===== src/rtl/irq_prio_pkg.sv =====
package irq_prio_pkg;
    localparam int PRIO_W   = 4;
    localparam int CODE_W   = 12;
    localparam int DATA_W   = 32;
    localparam int ADDR_W   = 3;
    localparam int BASE_SRC = 14;
    localparam int EXT_SRC  = 8;
    localparam int NUM_SRC  = BASE_SRC + EXT_SRC;
    localparam int XPRIO_W  = PRIO_W * EXT_SRC;
    localparam int MASK_W   = DATA_W;
    localparam int LVL_NONE = (1 << PRIO_W) - 1;

    localparam logic [ADDR_W-1:0] A_PRIO_A   = 3'd0;
    localparam logic [ADDR_W-1:0] A_PRIO_B   = 3'd1;
    localparam logic [ADDR_W-1:0] A_PRIO_X   = 3'd2;
    localparam logic [ADDR_W-1:0] A_MASK_SET = 3'd3;
    localparam logic [ADDR_W-1:0] A_MASK_CLR = 3'd4;

    typedef struct packed {
        logic [15:0]         pa;
        logic [11:0]         pb;
        logic [XPRIO_W-1:0]  px;
        logic [MASK_W-1:0]   mk;
        logic [DATA_W-1:0]   rd;
    } regs_t;

    typedef struct packed {
        logic              valid;
        logic [PRIO_W-1:0] level;
        logic [CODE_W-1:0] code;
    } out_t;

    // Priority field of a source; grouped sources share one field.
    function automatic logic [PRIO_W-1:0] src_prio(
        input int i, input logic [15:0] pa, input logic [11:0] pb,
        input logic [XPRIO_W-1:0] px);
        if (i == 0)                 return pa[15:12];
        else if (i == 1)            return pa[11:8];
        else if (i <= 3)            return pa[7:4];
        else if (i <= 6)            return pa[3:0];
        else if (i == 7)            return pb[11:8];
        else if (i <= 9)            return pb[7:4];
        else if (i < BASE_SRC)      return pb[3:0];
        else                        return px[PRIO_W*(i-BASE_SRC) +: PRIO_W];
    endfunction

    // Fixed event code of a source.
    function automatic logic [CODE_W-1:0] src_code(input int i);
        logic [CODE_W-1:0] c;
        if (i <= 6)            c = CODE_W'(12'h400 + 12'h020 * i);
        else if (i == 7)       c = 12'h560;
        else if (i <= 9)       c = CODE_W'(12'h580 + 12'h020 * (i - 8));
        else if (i < BASE_SRC) c = CODE_W'(12'h4E0 + 12'h020 * (i - 10));
        else                   c = CODE_W'(12'hA00 + 12'h020 * (i - BASE_SRC));
        return c;
    endfunction
endpackage


===== src/rtl/irq_prio_regs.sv =====
module irq_prio_regs
    import irq_prio_pkg::*;
(
    input  logic                 clk,
    input  logic                 rst_n,
    input  logic                 wr_en,
    input  logic [ADDR_W-1:0]    addr,
    input  logic [DATA_W-1:0]    wdata,
    output logic [DATA_W-1:0]    rdata,
    output logic [15:0]          prio_a,
    output logic [11:0]          prio_b,
    output logic [XPRIO_W-1:0]   prio_x,
    output logic [NUM_SRC-1:0]   mask
);
    regs_t r_d, r_q;

    always_comb begin
        r_d = r_q;
        if (wr_en) begin
            case (addr)
                A_PRIO_A:   r_d.pa = wdata[15:0];
                A_PRIO_B:   r_d.pb = wdata[15:4];
                A_PRIO_X:   r_d.px = wdata[XPRIO_W-1:0];
                A_MASK_SET: r_d.mk = r_q.mk | wdata[MASK_W-1:0];
                A_MASK_CLR: r_d.mk = r_q.mk & ~wdata[MASK_W-1:0];
                default: ;
            endcase
        end
        case (addr)
            A_PRIO_A:   r_d.rd = DATA_W'(r_q.pa);
            A_PRIO_B:   r_d.rd = DATA_W'({r_q.pb, 4'b0000});
            A_PRIO_X:   r_d.rd = DATA_W'(r_q.px);
            A_MASK_SET,
            A_MASK_CLR: r_d.rd = DATA_W'(r_q.mk);
            default:    r_d.rd = '0;
        endcase
    end

    always_ff @(posedge clk) begin
        if (!rst_n) r_q <= '0;
        else        r_q <= r_d;
    end

    assign rdata  = r_q.rd;
    assign prio_a = r_q.pa;
    assign prio_b = r_q.pb;
    assign prio_x = r_q.px;
    assign mask   = r_q.mk[NUM_SRC-1:0];
endmodule


===== src/rtl/irq_prio_resolve.sv =====
module irq_prio_resolve
    import irq_prio_pkg::*;
(
    input  logic [NUM_SRC-1:0]   src_req,
    input  logic [PRIO_W-1:0]    ext_lvl,
    input  logic [PRIO_W-1:0]    cpu_mask,
    input  logic [15:0]          prio_a,
    input  logic [11:0]          prio_b,
    input  logic [XPRIO_W-1:0]   prio_x,
    input  logic [NUM_SRC-1:0]   mask,
    output logic                 hit,
    output logic [PRIO_W-1:0]    level,
    output logic [CODE_W-1:0]    code
);
    logic [PRIO_W-1:0] eff [NUM_SRC];

    // Effective priority per source: 0 when idle or masked.
    for (genvar g = 0; g < NUM_SRC; g++) begin : g_eff
        assign eff[g] = (src_req[g] && !mask[g])
                      ? src_prio(g, prio_a, prio_b, prio_x) : '0;
    end

    logic [PRIO_W-1:0] best_p;
    logic [CODE_W-1:0] best_c;

    always_comb begin
        // External request is considered first, so it wins ties.
        if (ext_lvl != PRIO_W'(LVL_NONE)) begin
            best_p = PRIO_W'(LVL_NONE) - ext_lvl;
            best_c = CODE_W'(12'h200) + {3'b000, ext_lvl, 5'b00000};
        end else begin
            best_p = '0;
            best_c = '0;
        end
        for (int i = 0; i < NUM_SRC; i++) begin
            if (eff[i] > best_p) begin
                best_p = eff[i];
                best_c = src_code(i);
            end
        end
        hit   = best_p > cpu_mask;
        level = hit ? best_p : '0;
        code  = hit ? best_c : '0;
    end
endmodule


===== src/rtl/irq_prio_ctrl.sv =====
module irq_prio_ctrl
    import irq_prio_pkg::*;
(
    input  logic                 clk,
    input  logic                 rst_n,
    input  logic                 wr_en,
    input  logic [ADDR_W-1:0]    addr,
    input  logic [DATA_W-1:0]    wdata,
    output logic [DATA_W-1:0]    rdata,
    input  logic [NUM_SRC-1:0]   src_req,
    input  logic [PRIO_W-1:0]    ext_lvl,
    input  logic [PRIO_W-1:0]    cpu_mask,
    output logic                 irq_valid,
    output logic [PRIO_W-1:0]    irq_level,
    output logic [CODE_W-1:0]    irq_code
);
    logic [15:0]         prio_a_w;
    logic [11:0]         prio_b_w;
    logic [XPRIO_W-1:0]  prio_x_w;
    logic [NUM_SRC-1:0]  mask_w;
    logic                hit_w;
    logic [PRIO_W-1:0]   level_w;
    logic [CODE_W-1:0]   code_w;

    irq_prio_regs u_regs (
        .clk(clk), .rst_n(rst_n), .wr_en(wr_en), .addr(addr),
        .wdata(wdata), .rdata(rdata), .prio_a(prio_a_w),
        .prio_b(prio_b_w), .prio_x(prio_x_w), .mask(mask_w)
    );

    irq_prio_resolve u_res (
        .src_req(src_req), .ext_lvl(ext_lvl), .cpu_mask(cpu_mask),
        .prio_a(prio_a_w), .prio_b(prio_b_w), .prio_x(prio_x_w),
        .mask(mask_w), .hit(hit_w), .level(level_w), .code(code_w)
    );

    out_t o_d, o_q;

    always_comb begin
        o_d.valid = hit_w;
        o_d.level = level_w;
        o_d.code  = code_w;
    end

    always_ff @(posedge clk) begin
        if (!rst_n) o_q <= '0;
        else        o_q <= o_d;
    end

    assign irq_valid = o_q.valid;
    assign irq_level = o_q.level;
    assign irq_code  = o_q.code;
endmodule


===== config.mk =====
export PLATFORM = sky130hd
export DESIGN_NAME = irq_prio_ctrl
export DESIGN_NICKNAME = d
export VERILOG_FILES = /design/src/rtl/irq_prio_pkg.sv /design/src/rtl/irq_prio_regs.sv /design/src/rtl/irq_prio_resolve.sv /design/src/rtl/irq_prio_ctrl.sv
export SDC_FILE = /design/constraint.sdc
export NUM_CORES = 1
export LEC_CHECK = 0
export CORE_AREA = 2 2 148 150
export CTS_CLUSTER_DIAMETER = 30
export DETAILED_ROUTE_END_ITERATION = 7
export DIE_AREA = 0 0 150 152
export DONT_BUFFER_PORTS = 1
export PLACE_DENSITY = 0.76
export SKIP_CTS_REPAIR_TIMING = 1
export SLEW_MARGIN = 30
export SYNTH_ARGS = -nofsm -noshare
export SYNTH_HDL_FRONTEND = slang
export SYNTH_SLANG_ARGS = --single-unit

===== constraint.sdc =====
create_clock -name clk -period 38.6 [get_ports clk]
set_input_delay 1.93 -clock clk [delete_from_list [all_inputs] [get_ports clk]]
set_output_delay 1.93 -clock clk [all_outputs]
set_load 0.01 [all_outputs]

; After elaboration in Yosys (flattened, before gate mapping)
; Cells that the tools add are included.
[word_totals]
register_bits = 141
inputBits = 68
[op_classes]
n_addsub = 2
order_cmp = 23
eq_ne = 5
n_mux = 70
n_bitwise = 6
reduce_logical = 54
[ops]
columns = cell, count
row1 = two-way mux 12 bit, 23
row2 = two-way mux 4 bit, 45
row3 = one-hot mux 32 bit (4 select lines), 1
row4 = > comparator 4 bit, 23
row5 = one-hot mux 32 bit (2 select lines), 1
row6 = AND 32 bit, 1
row7 = inverter 32 bit, 1
row8 = bitwise OR 32 bit, 1
row9 = OR reduction 25 bit, 1
row10 = logical AND 1 bit, 22
row11 = logical NOT 1 bit, 22
row12 = adder 10 x 9 -> 11 bit (first input constant), 1
row13 = AND reduction 2 bit, 5
row14 = OR reduction 10 bit, 1
row15 = == test 3 x 2 -> 1 bit (second input constant), 2
row16 = inequality test 4 bit (second input constant), 1
row17 = subtractor 4 bit (first input constant), 1
row18 = == test 3 x 1 -> 1 bit (second input constant), 1
row19 = == test 3 bit (second input constant), 1
row20 = logical NOT 3 bit, 1
row21 = inverter 1 bit, 3
row22 = nonzero test 2 bit, 1
row23 = OR reduction 2 bit, 1

; Depth between registers and ports, before layout
[depth]
depth_word = 50
ltp_mapped = 188

; Hierarchy
; A second synthesis with hierarchy kept.
[hier_totals]
cells_unflattened = 1621
hier_area_um2 = 12477.0
[by_module_without_submodules]
columns = mod, instances, cells_each, area_each_um2
row1 = irq_prio_resolve, 1, 941, 6338.6
row2 = irq_prio_regs, 1, 645, 5664.2
row3 = irq_prio_ctrl, 1, 35, 474.2

; Worst setup path before layout
; OpenSTA, ideal clock, no wires.
[synth_timing]
path_type = in2reg
startpoint = input port src_req[0]
endpoint = register o_q (netlist bit irq_level[1])
setup_time_ns = 0.140
arrival_time_ns = 33.894
t_required_ns = 38.460
setup_slack_ns = 4.566
stages = 169
path_buffers = 2
cell_sequence = nor2b_1 and2_1 ha_1 or3_4 o221a_2 mux2_4 xnor2_1 nand2_1 a32o_1 a22o_1 inv_1 o21ai_0 ha_1 or2_2 a311o_1 a31oi_4 o31a_1 nor2_1 (+133 left out) o221ai_4 a32o_1 ha_1 nor2b_1 o21ai_0 nand2b_1 a21oi_1 a41oi_1 clkbuf_1 nand2_1 o21ai_1 ha_1 nand3_1 o22ai_1 o221ai_1 inv_1 nand2b_1 o22ai_1
[synth_between]
elab_chain_len = 48
[synth_lines]
columns = item, line_no
row1 = start: declaration, irq_prio_ctrl.sv:10  ; input logic [NUM_SRC-1:0] src_req,
row2 = logical AND 1 bit *, irq_prio_resolve.sv:19  ; assign eff[g] = (src_req[g] && !mask[g])
row3 = two-way mux 4 bit *, irq_prio_resolve.sv:20  ; ? src_prio(g, prio_a, prio_b, prio_x) : '0;
row4 = > comparator 4 bit, irq_prio_resolve.sv:36  ; if (eff[i] > best_p) begin
row5 = two-way mux 4 bit *, irq_prio_resolve.sv:36
row6 = > comparator 4 bit, irq_prio_resolve.sv:36
row7 = two-way mux 4 bit *, irq_prio_resolve.sv:36
row8 = > comparator 4 bit, irq_prio_resolve.sv:36
row9 = two-way mux 4 bit *, irq_prio_resolve.sv:36
row10 = (+33 left out), --
row11 = two-way mux 4 bit *, irq_prio_resolve.sv:36
row12 = > comparator 4 bit, irq_prio_resolve.sv:36
row13 = two-way mux 4 bit *, irq_prio_resolve.sv:36
row14 = > comparator 4 bit, irq_prio_resolve.sv:36
row15 = two-way mux 4 bit *, irq_prio_resolve.sv:36
row16 = via u_res.best_p[3], irq_prio_resolve.sv:23  ; logic [PRIO_W-1:0] best_p;
row17 = > comparator 4 bit *, irq_prio_resolve.sv:41  ; hit = best_p > cpu_mask;
row18 = AND reduction 2 bit (no source line) *, --
row19 = end signal: assignment, irq_prio_ctrl.sv:46  ; if (!rst_n) o_q <= '0;
row20 = end signal: assignment, irq_prio_ctrl.sv:47  ; else o_q <= o_d;
row21 = end: declaration, irq_prio_ctrl.sv:37  ; out_t o_d, o_q;
; The timed path passes the listed nets; every way through them passes the cells marked *.
; A chain may end at the register's enable or synchronous reset.

; Worst setup path in the final report
[layout_timing]
startpoint = input port src_req[0]
endpoint = register o_q (netlist bit irq_level[3])
; Same word-level chain as after synthesis.

==> results.yml <==
status:
  status: "completed"
final_layout:
  multi_input_area_um2: 8220
  fillerInstances: 1944
  syn2layout_area_growth_pct: 5.56
  final_layout_size_suffix_gt1_share_pct: 8.70
  final_net_count: 1648
  stdcell_area_um2: 12200
  ff_latch_area_um2: 2720
die:
  die_height_um: 152
  start_util_pct: 53.9
  fp.dieArea_um2: 22800
  floorplan.die.width_um: 150
  fp-row-count: 54
  num_io_pins: 117
  core_area_um2: 21400
critical_path:
  timing.critical_path.fanout_max: 13
  criticalPathCategory: "in -> reg"
  critical-path-top-delay-family: "compound AO/OA/AOI/OAI gates"
  critPathCaptureType: "flop"
  required_ns: 38.93
  worst_path_most_repeated_cell: "ha_1"
  worst_path_largest_cell_delay_ns: 0.42
  path_buf_inv: 7
  timing.critical_path.arrival_ns: 36.35
  worst_path_max_delay_cell: "ha_1"
  critical_path_start_type: "input pin"
clock_tree:
  clock_tree.buffer_depth: 2
  tritoncts: "yes"
  clk_pin_slew_ns: 0.07
  clockRootBuffer: "clkbuf_16"
  clock_sink_count: 136
  clock_latency_ns: 0.43
  number_of_clock_buffers_inserted_by_tritoncts: 17
  cts_max_level: 4
placed_design:
  placement.setup.worst_slack_ns: 1.19
  numPortBuffers: 0
  place_congestion: 0.943
  placedInstanceArea_um2: 11400
  post-dp-hpwl_mm: 24.7
sta:
  postLayoutSetupSlackWorst_ns: 2.58
  slew_violations: 0
  min_period_over_period_pct: 93.3
  slew_headroom_pct: 36.5
  finalHoldViolations: 0
  max_clock_freq_mhz: 27.8
  period_minus_slack_ns: 36.02
  setup_violations: 0
  finalClockSkew_ns: 0.00986
  tightest_slew_ns: 0.950
yosys:
  synth_seq_cells: 136
  syn-instance-count: 1595
  synth_seq_area_share_pct: 23.6
  primary_flip_flop_cell_chosen_by_synthesis_mapping: "dfxtp_1"
  synth_warnings: 0
  post_synth_instance_area_um2: 11500
  avgSynthCellArea_um2: 7.22
  synth_cell_types: 118
  asyncSetResetFlopFracSynth_pct: 0
  synth_edf_count: 0
global_route:
  first_pass_grt_wire_length_mm: 53.0
  globalRouteOverflowTotal: 0
  first_global_vias: 10500
  antenna_violations_before_repair: 3
  pin_count_of_the_biggest_net_entering_global_routing: 111
  global_route.usage.total_pct: 28.6
routing:
  detail_route.wl_per_cell_um: 18.4
  wirelength_mm: 33.5
  dr_total_vias: 11300
  drt_pre_antenna_iters: 5
  vias_per_cell: 6.21
  drc_errors: 0
  drt_iter0_drc: 923
  final_antenna_net_count: 0
min_path:
  hp-class: "reg -> reg"
run:
  drv.max_cap_violation_count: 0
## per-stage QoR
step | setup TNS [ns] | hold slack (ns) | instances | utilization (%)
CTS | 0 | 0.474 | 1818 | 56.3
global placement | 0 | 0.448 | 1786 | 53.5
detailed placement | 0 | 0.456 | 1786 | 53.5
floorplan | 0 | 0.437 | 1599 | -
global route | -0.0867 | 0.502 | 1824 | 56.9
finish | 0 | 0.472 | 1824 | 56.9
## layout by cell type, fill, tap and decap left out, drive strengths merged, types with 18 or more instances in the layout
| master | netlist | layout |
|---|---|---|
| nand2 | 331 | 331 |
| nor2 | 162 | 162 |
| dfxtp | 136 | 136 |
| a21oi | 114 | 114 |
| o21ai | 67 | 67 |
| a21boi | 65 | 65 |
| inv | 49 | 58 |
| and2 | 57 | 57 |
| ha | 52 | 52 |
| nor2b | 46 | 46 |
| nand3 | 38 | 38 |
| mux2i | 31 | 31 |
| a22oi | 27 | 27 |
| nor3 | 22 | 22 |
| clkbuf | 54 | 18 |
## worst register-to-register path, delay by kind of cell (launching register included)
kind            cells  cell delay (ns)
mux                 9             2.47
fa+ha+maj          25             8.09
flops               1             0.37
xor+xnor            1             0.25
buf+inv             7             1.03
compound gates     70            14.06
simple gates       60             8.44
## cells by family (layout without fill, tap and decap cells)
logic type / Yosys count / count (layout) / synth area share, %
other: 1 / 8 / 0.0326
AO/OA/AOI/OAI: 454 / 454 / 28.9
AND/OR/NAND/NOR: 739 / 739 / 29.9
adder cells (fa/ha/maj): 55 / 55 / 5.91
XOR/XNOR: 17 / 17 / 1.36
flip-flops: 136 / 136 / 23.6
multiplexers: 43 / 43 / 4.03
buffers and inverters: 150 / 92 / 6.19
## per-layer routing
metal / routed length [um] / GRT usage, % / share of wire [%]
met5: 0 / 0 / 0
met2: 15700 / 46.5 / 47
met4: 1220 / 11.8 / 3.6
met1: 13900 / 36.5 / 42
met3: 2640 / 6.16 / 7.9
## layout make-up
type / count / area share, %
inverters: 49 / 1.51
clock buffers: 18 / 3.61
well taps: 280 / 2.88
flip-flops and latches: 136 / 22.4
repair buffers: 11 / 0.679
diodes: 3 / 0.0618
clock inverters: 14 / 1.22
multi-input cells: 1313 / 67.6
## cells in the mapped netlist, drive strengths merged (22+ instances only)
| cell type | instances | area share [%] |
|---|---|---|
| mux2i | 31 | 2.8 |
| o21ai | 67 | 2.9 |
| buf | 47 | 2.8 |
| ha | 52 | 5.6 |
| dfxtp | 136 | 24 |
| nor2b | 46 | 2.5 |
| a21boi | 65 | 4.2 |
| nor3 | 22 | 1.0 |
| a21oi | 114 | 5.0 |
| clkbuf | 54 | 1.8 |
| a22oi | 27 | 1.9 |
| and2 | 57 | 3.1 |
| nand2 | 331 | 11 |
| nand3 | 38 | 1.7 |
| inv | 49 | 1.6 |
| nor2 | 162 | 5.3 |
## worst paths after layout
path,startpoint,endpoint,slack [ns],cells after the start
setup reg to reg,flop,irq_level[3]$_SDFF_PN0_,3.74,172
setup / recovery,src_req[0],irq_level[3]$_SDFF_PN0_,2.58,172
hold reg to reg,flop,flop,0.47,2
hold / removal,flop,flop,0.47,2
Power is left out: the tool's default activity adds up to more than one toggle a clock period on the data nets, which glitch-free logic cannot reach.
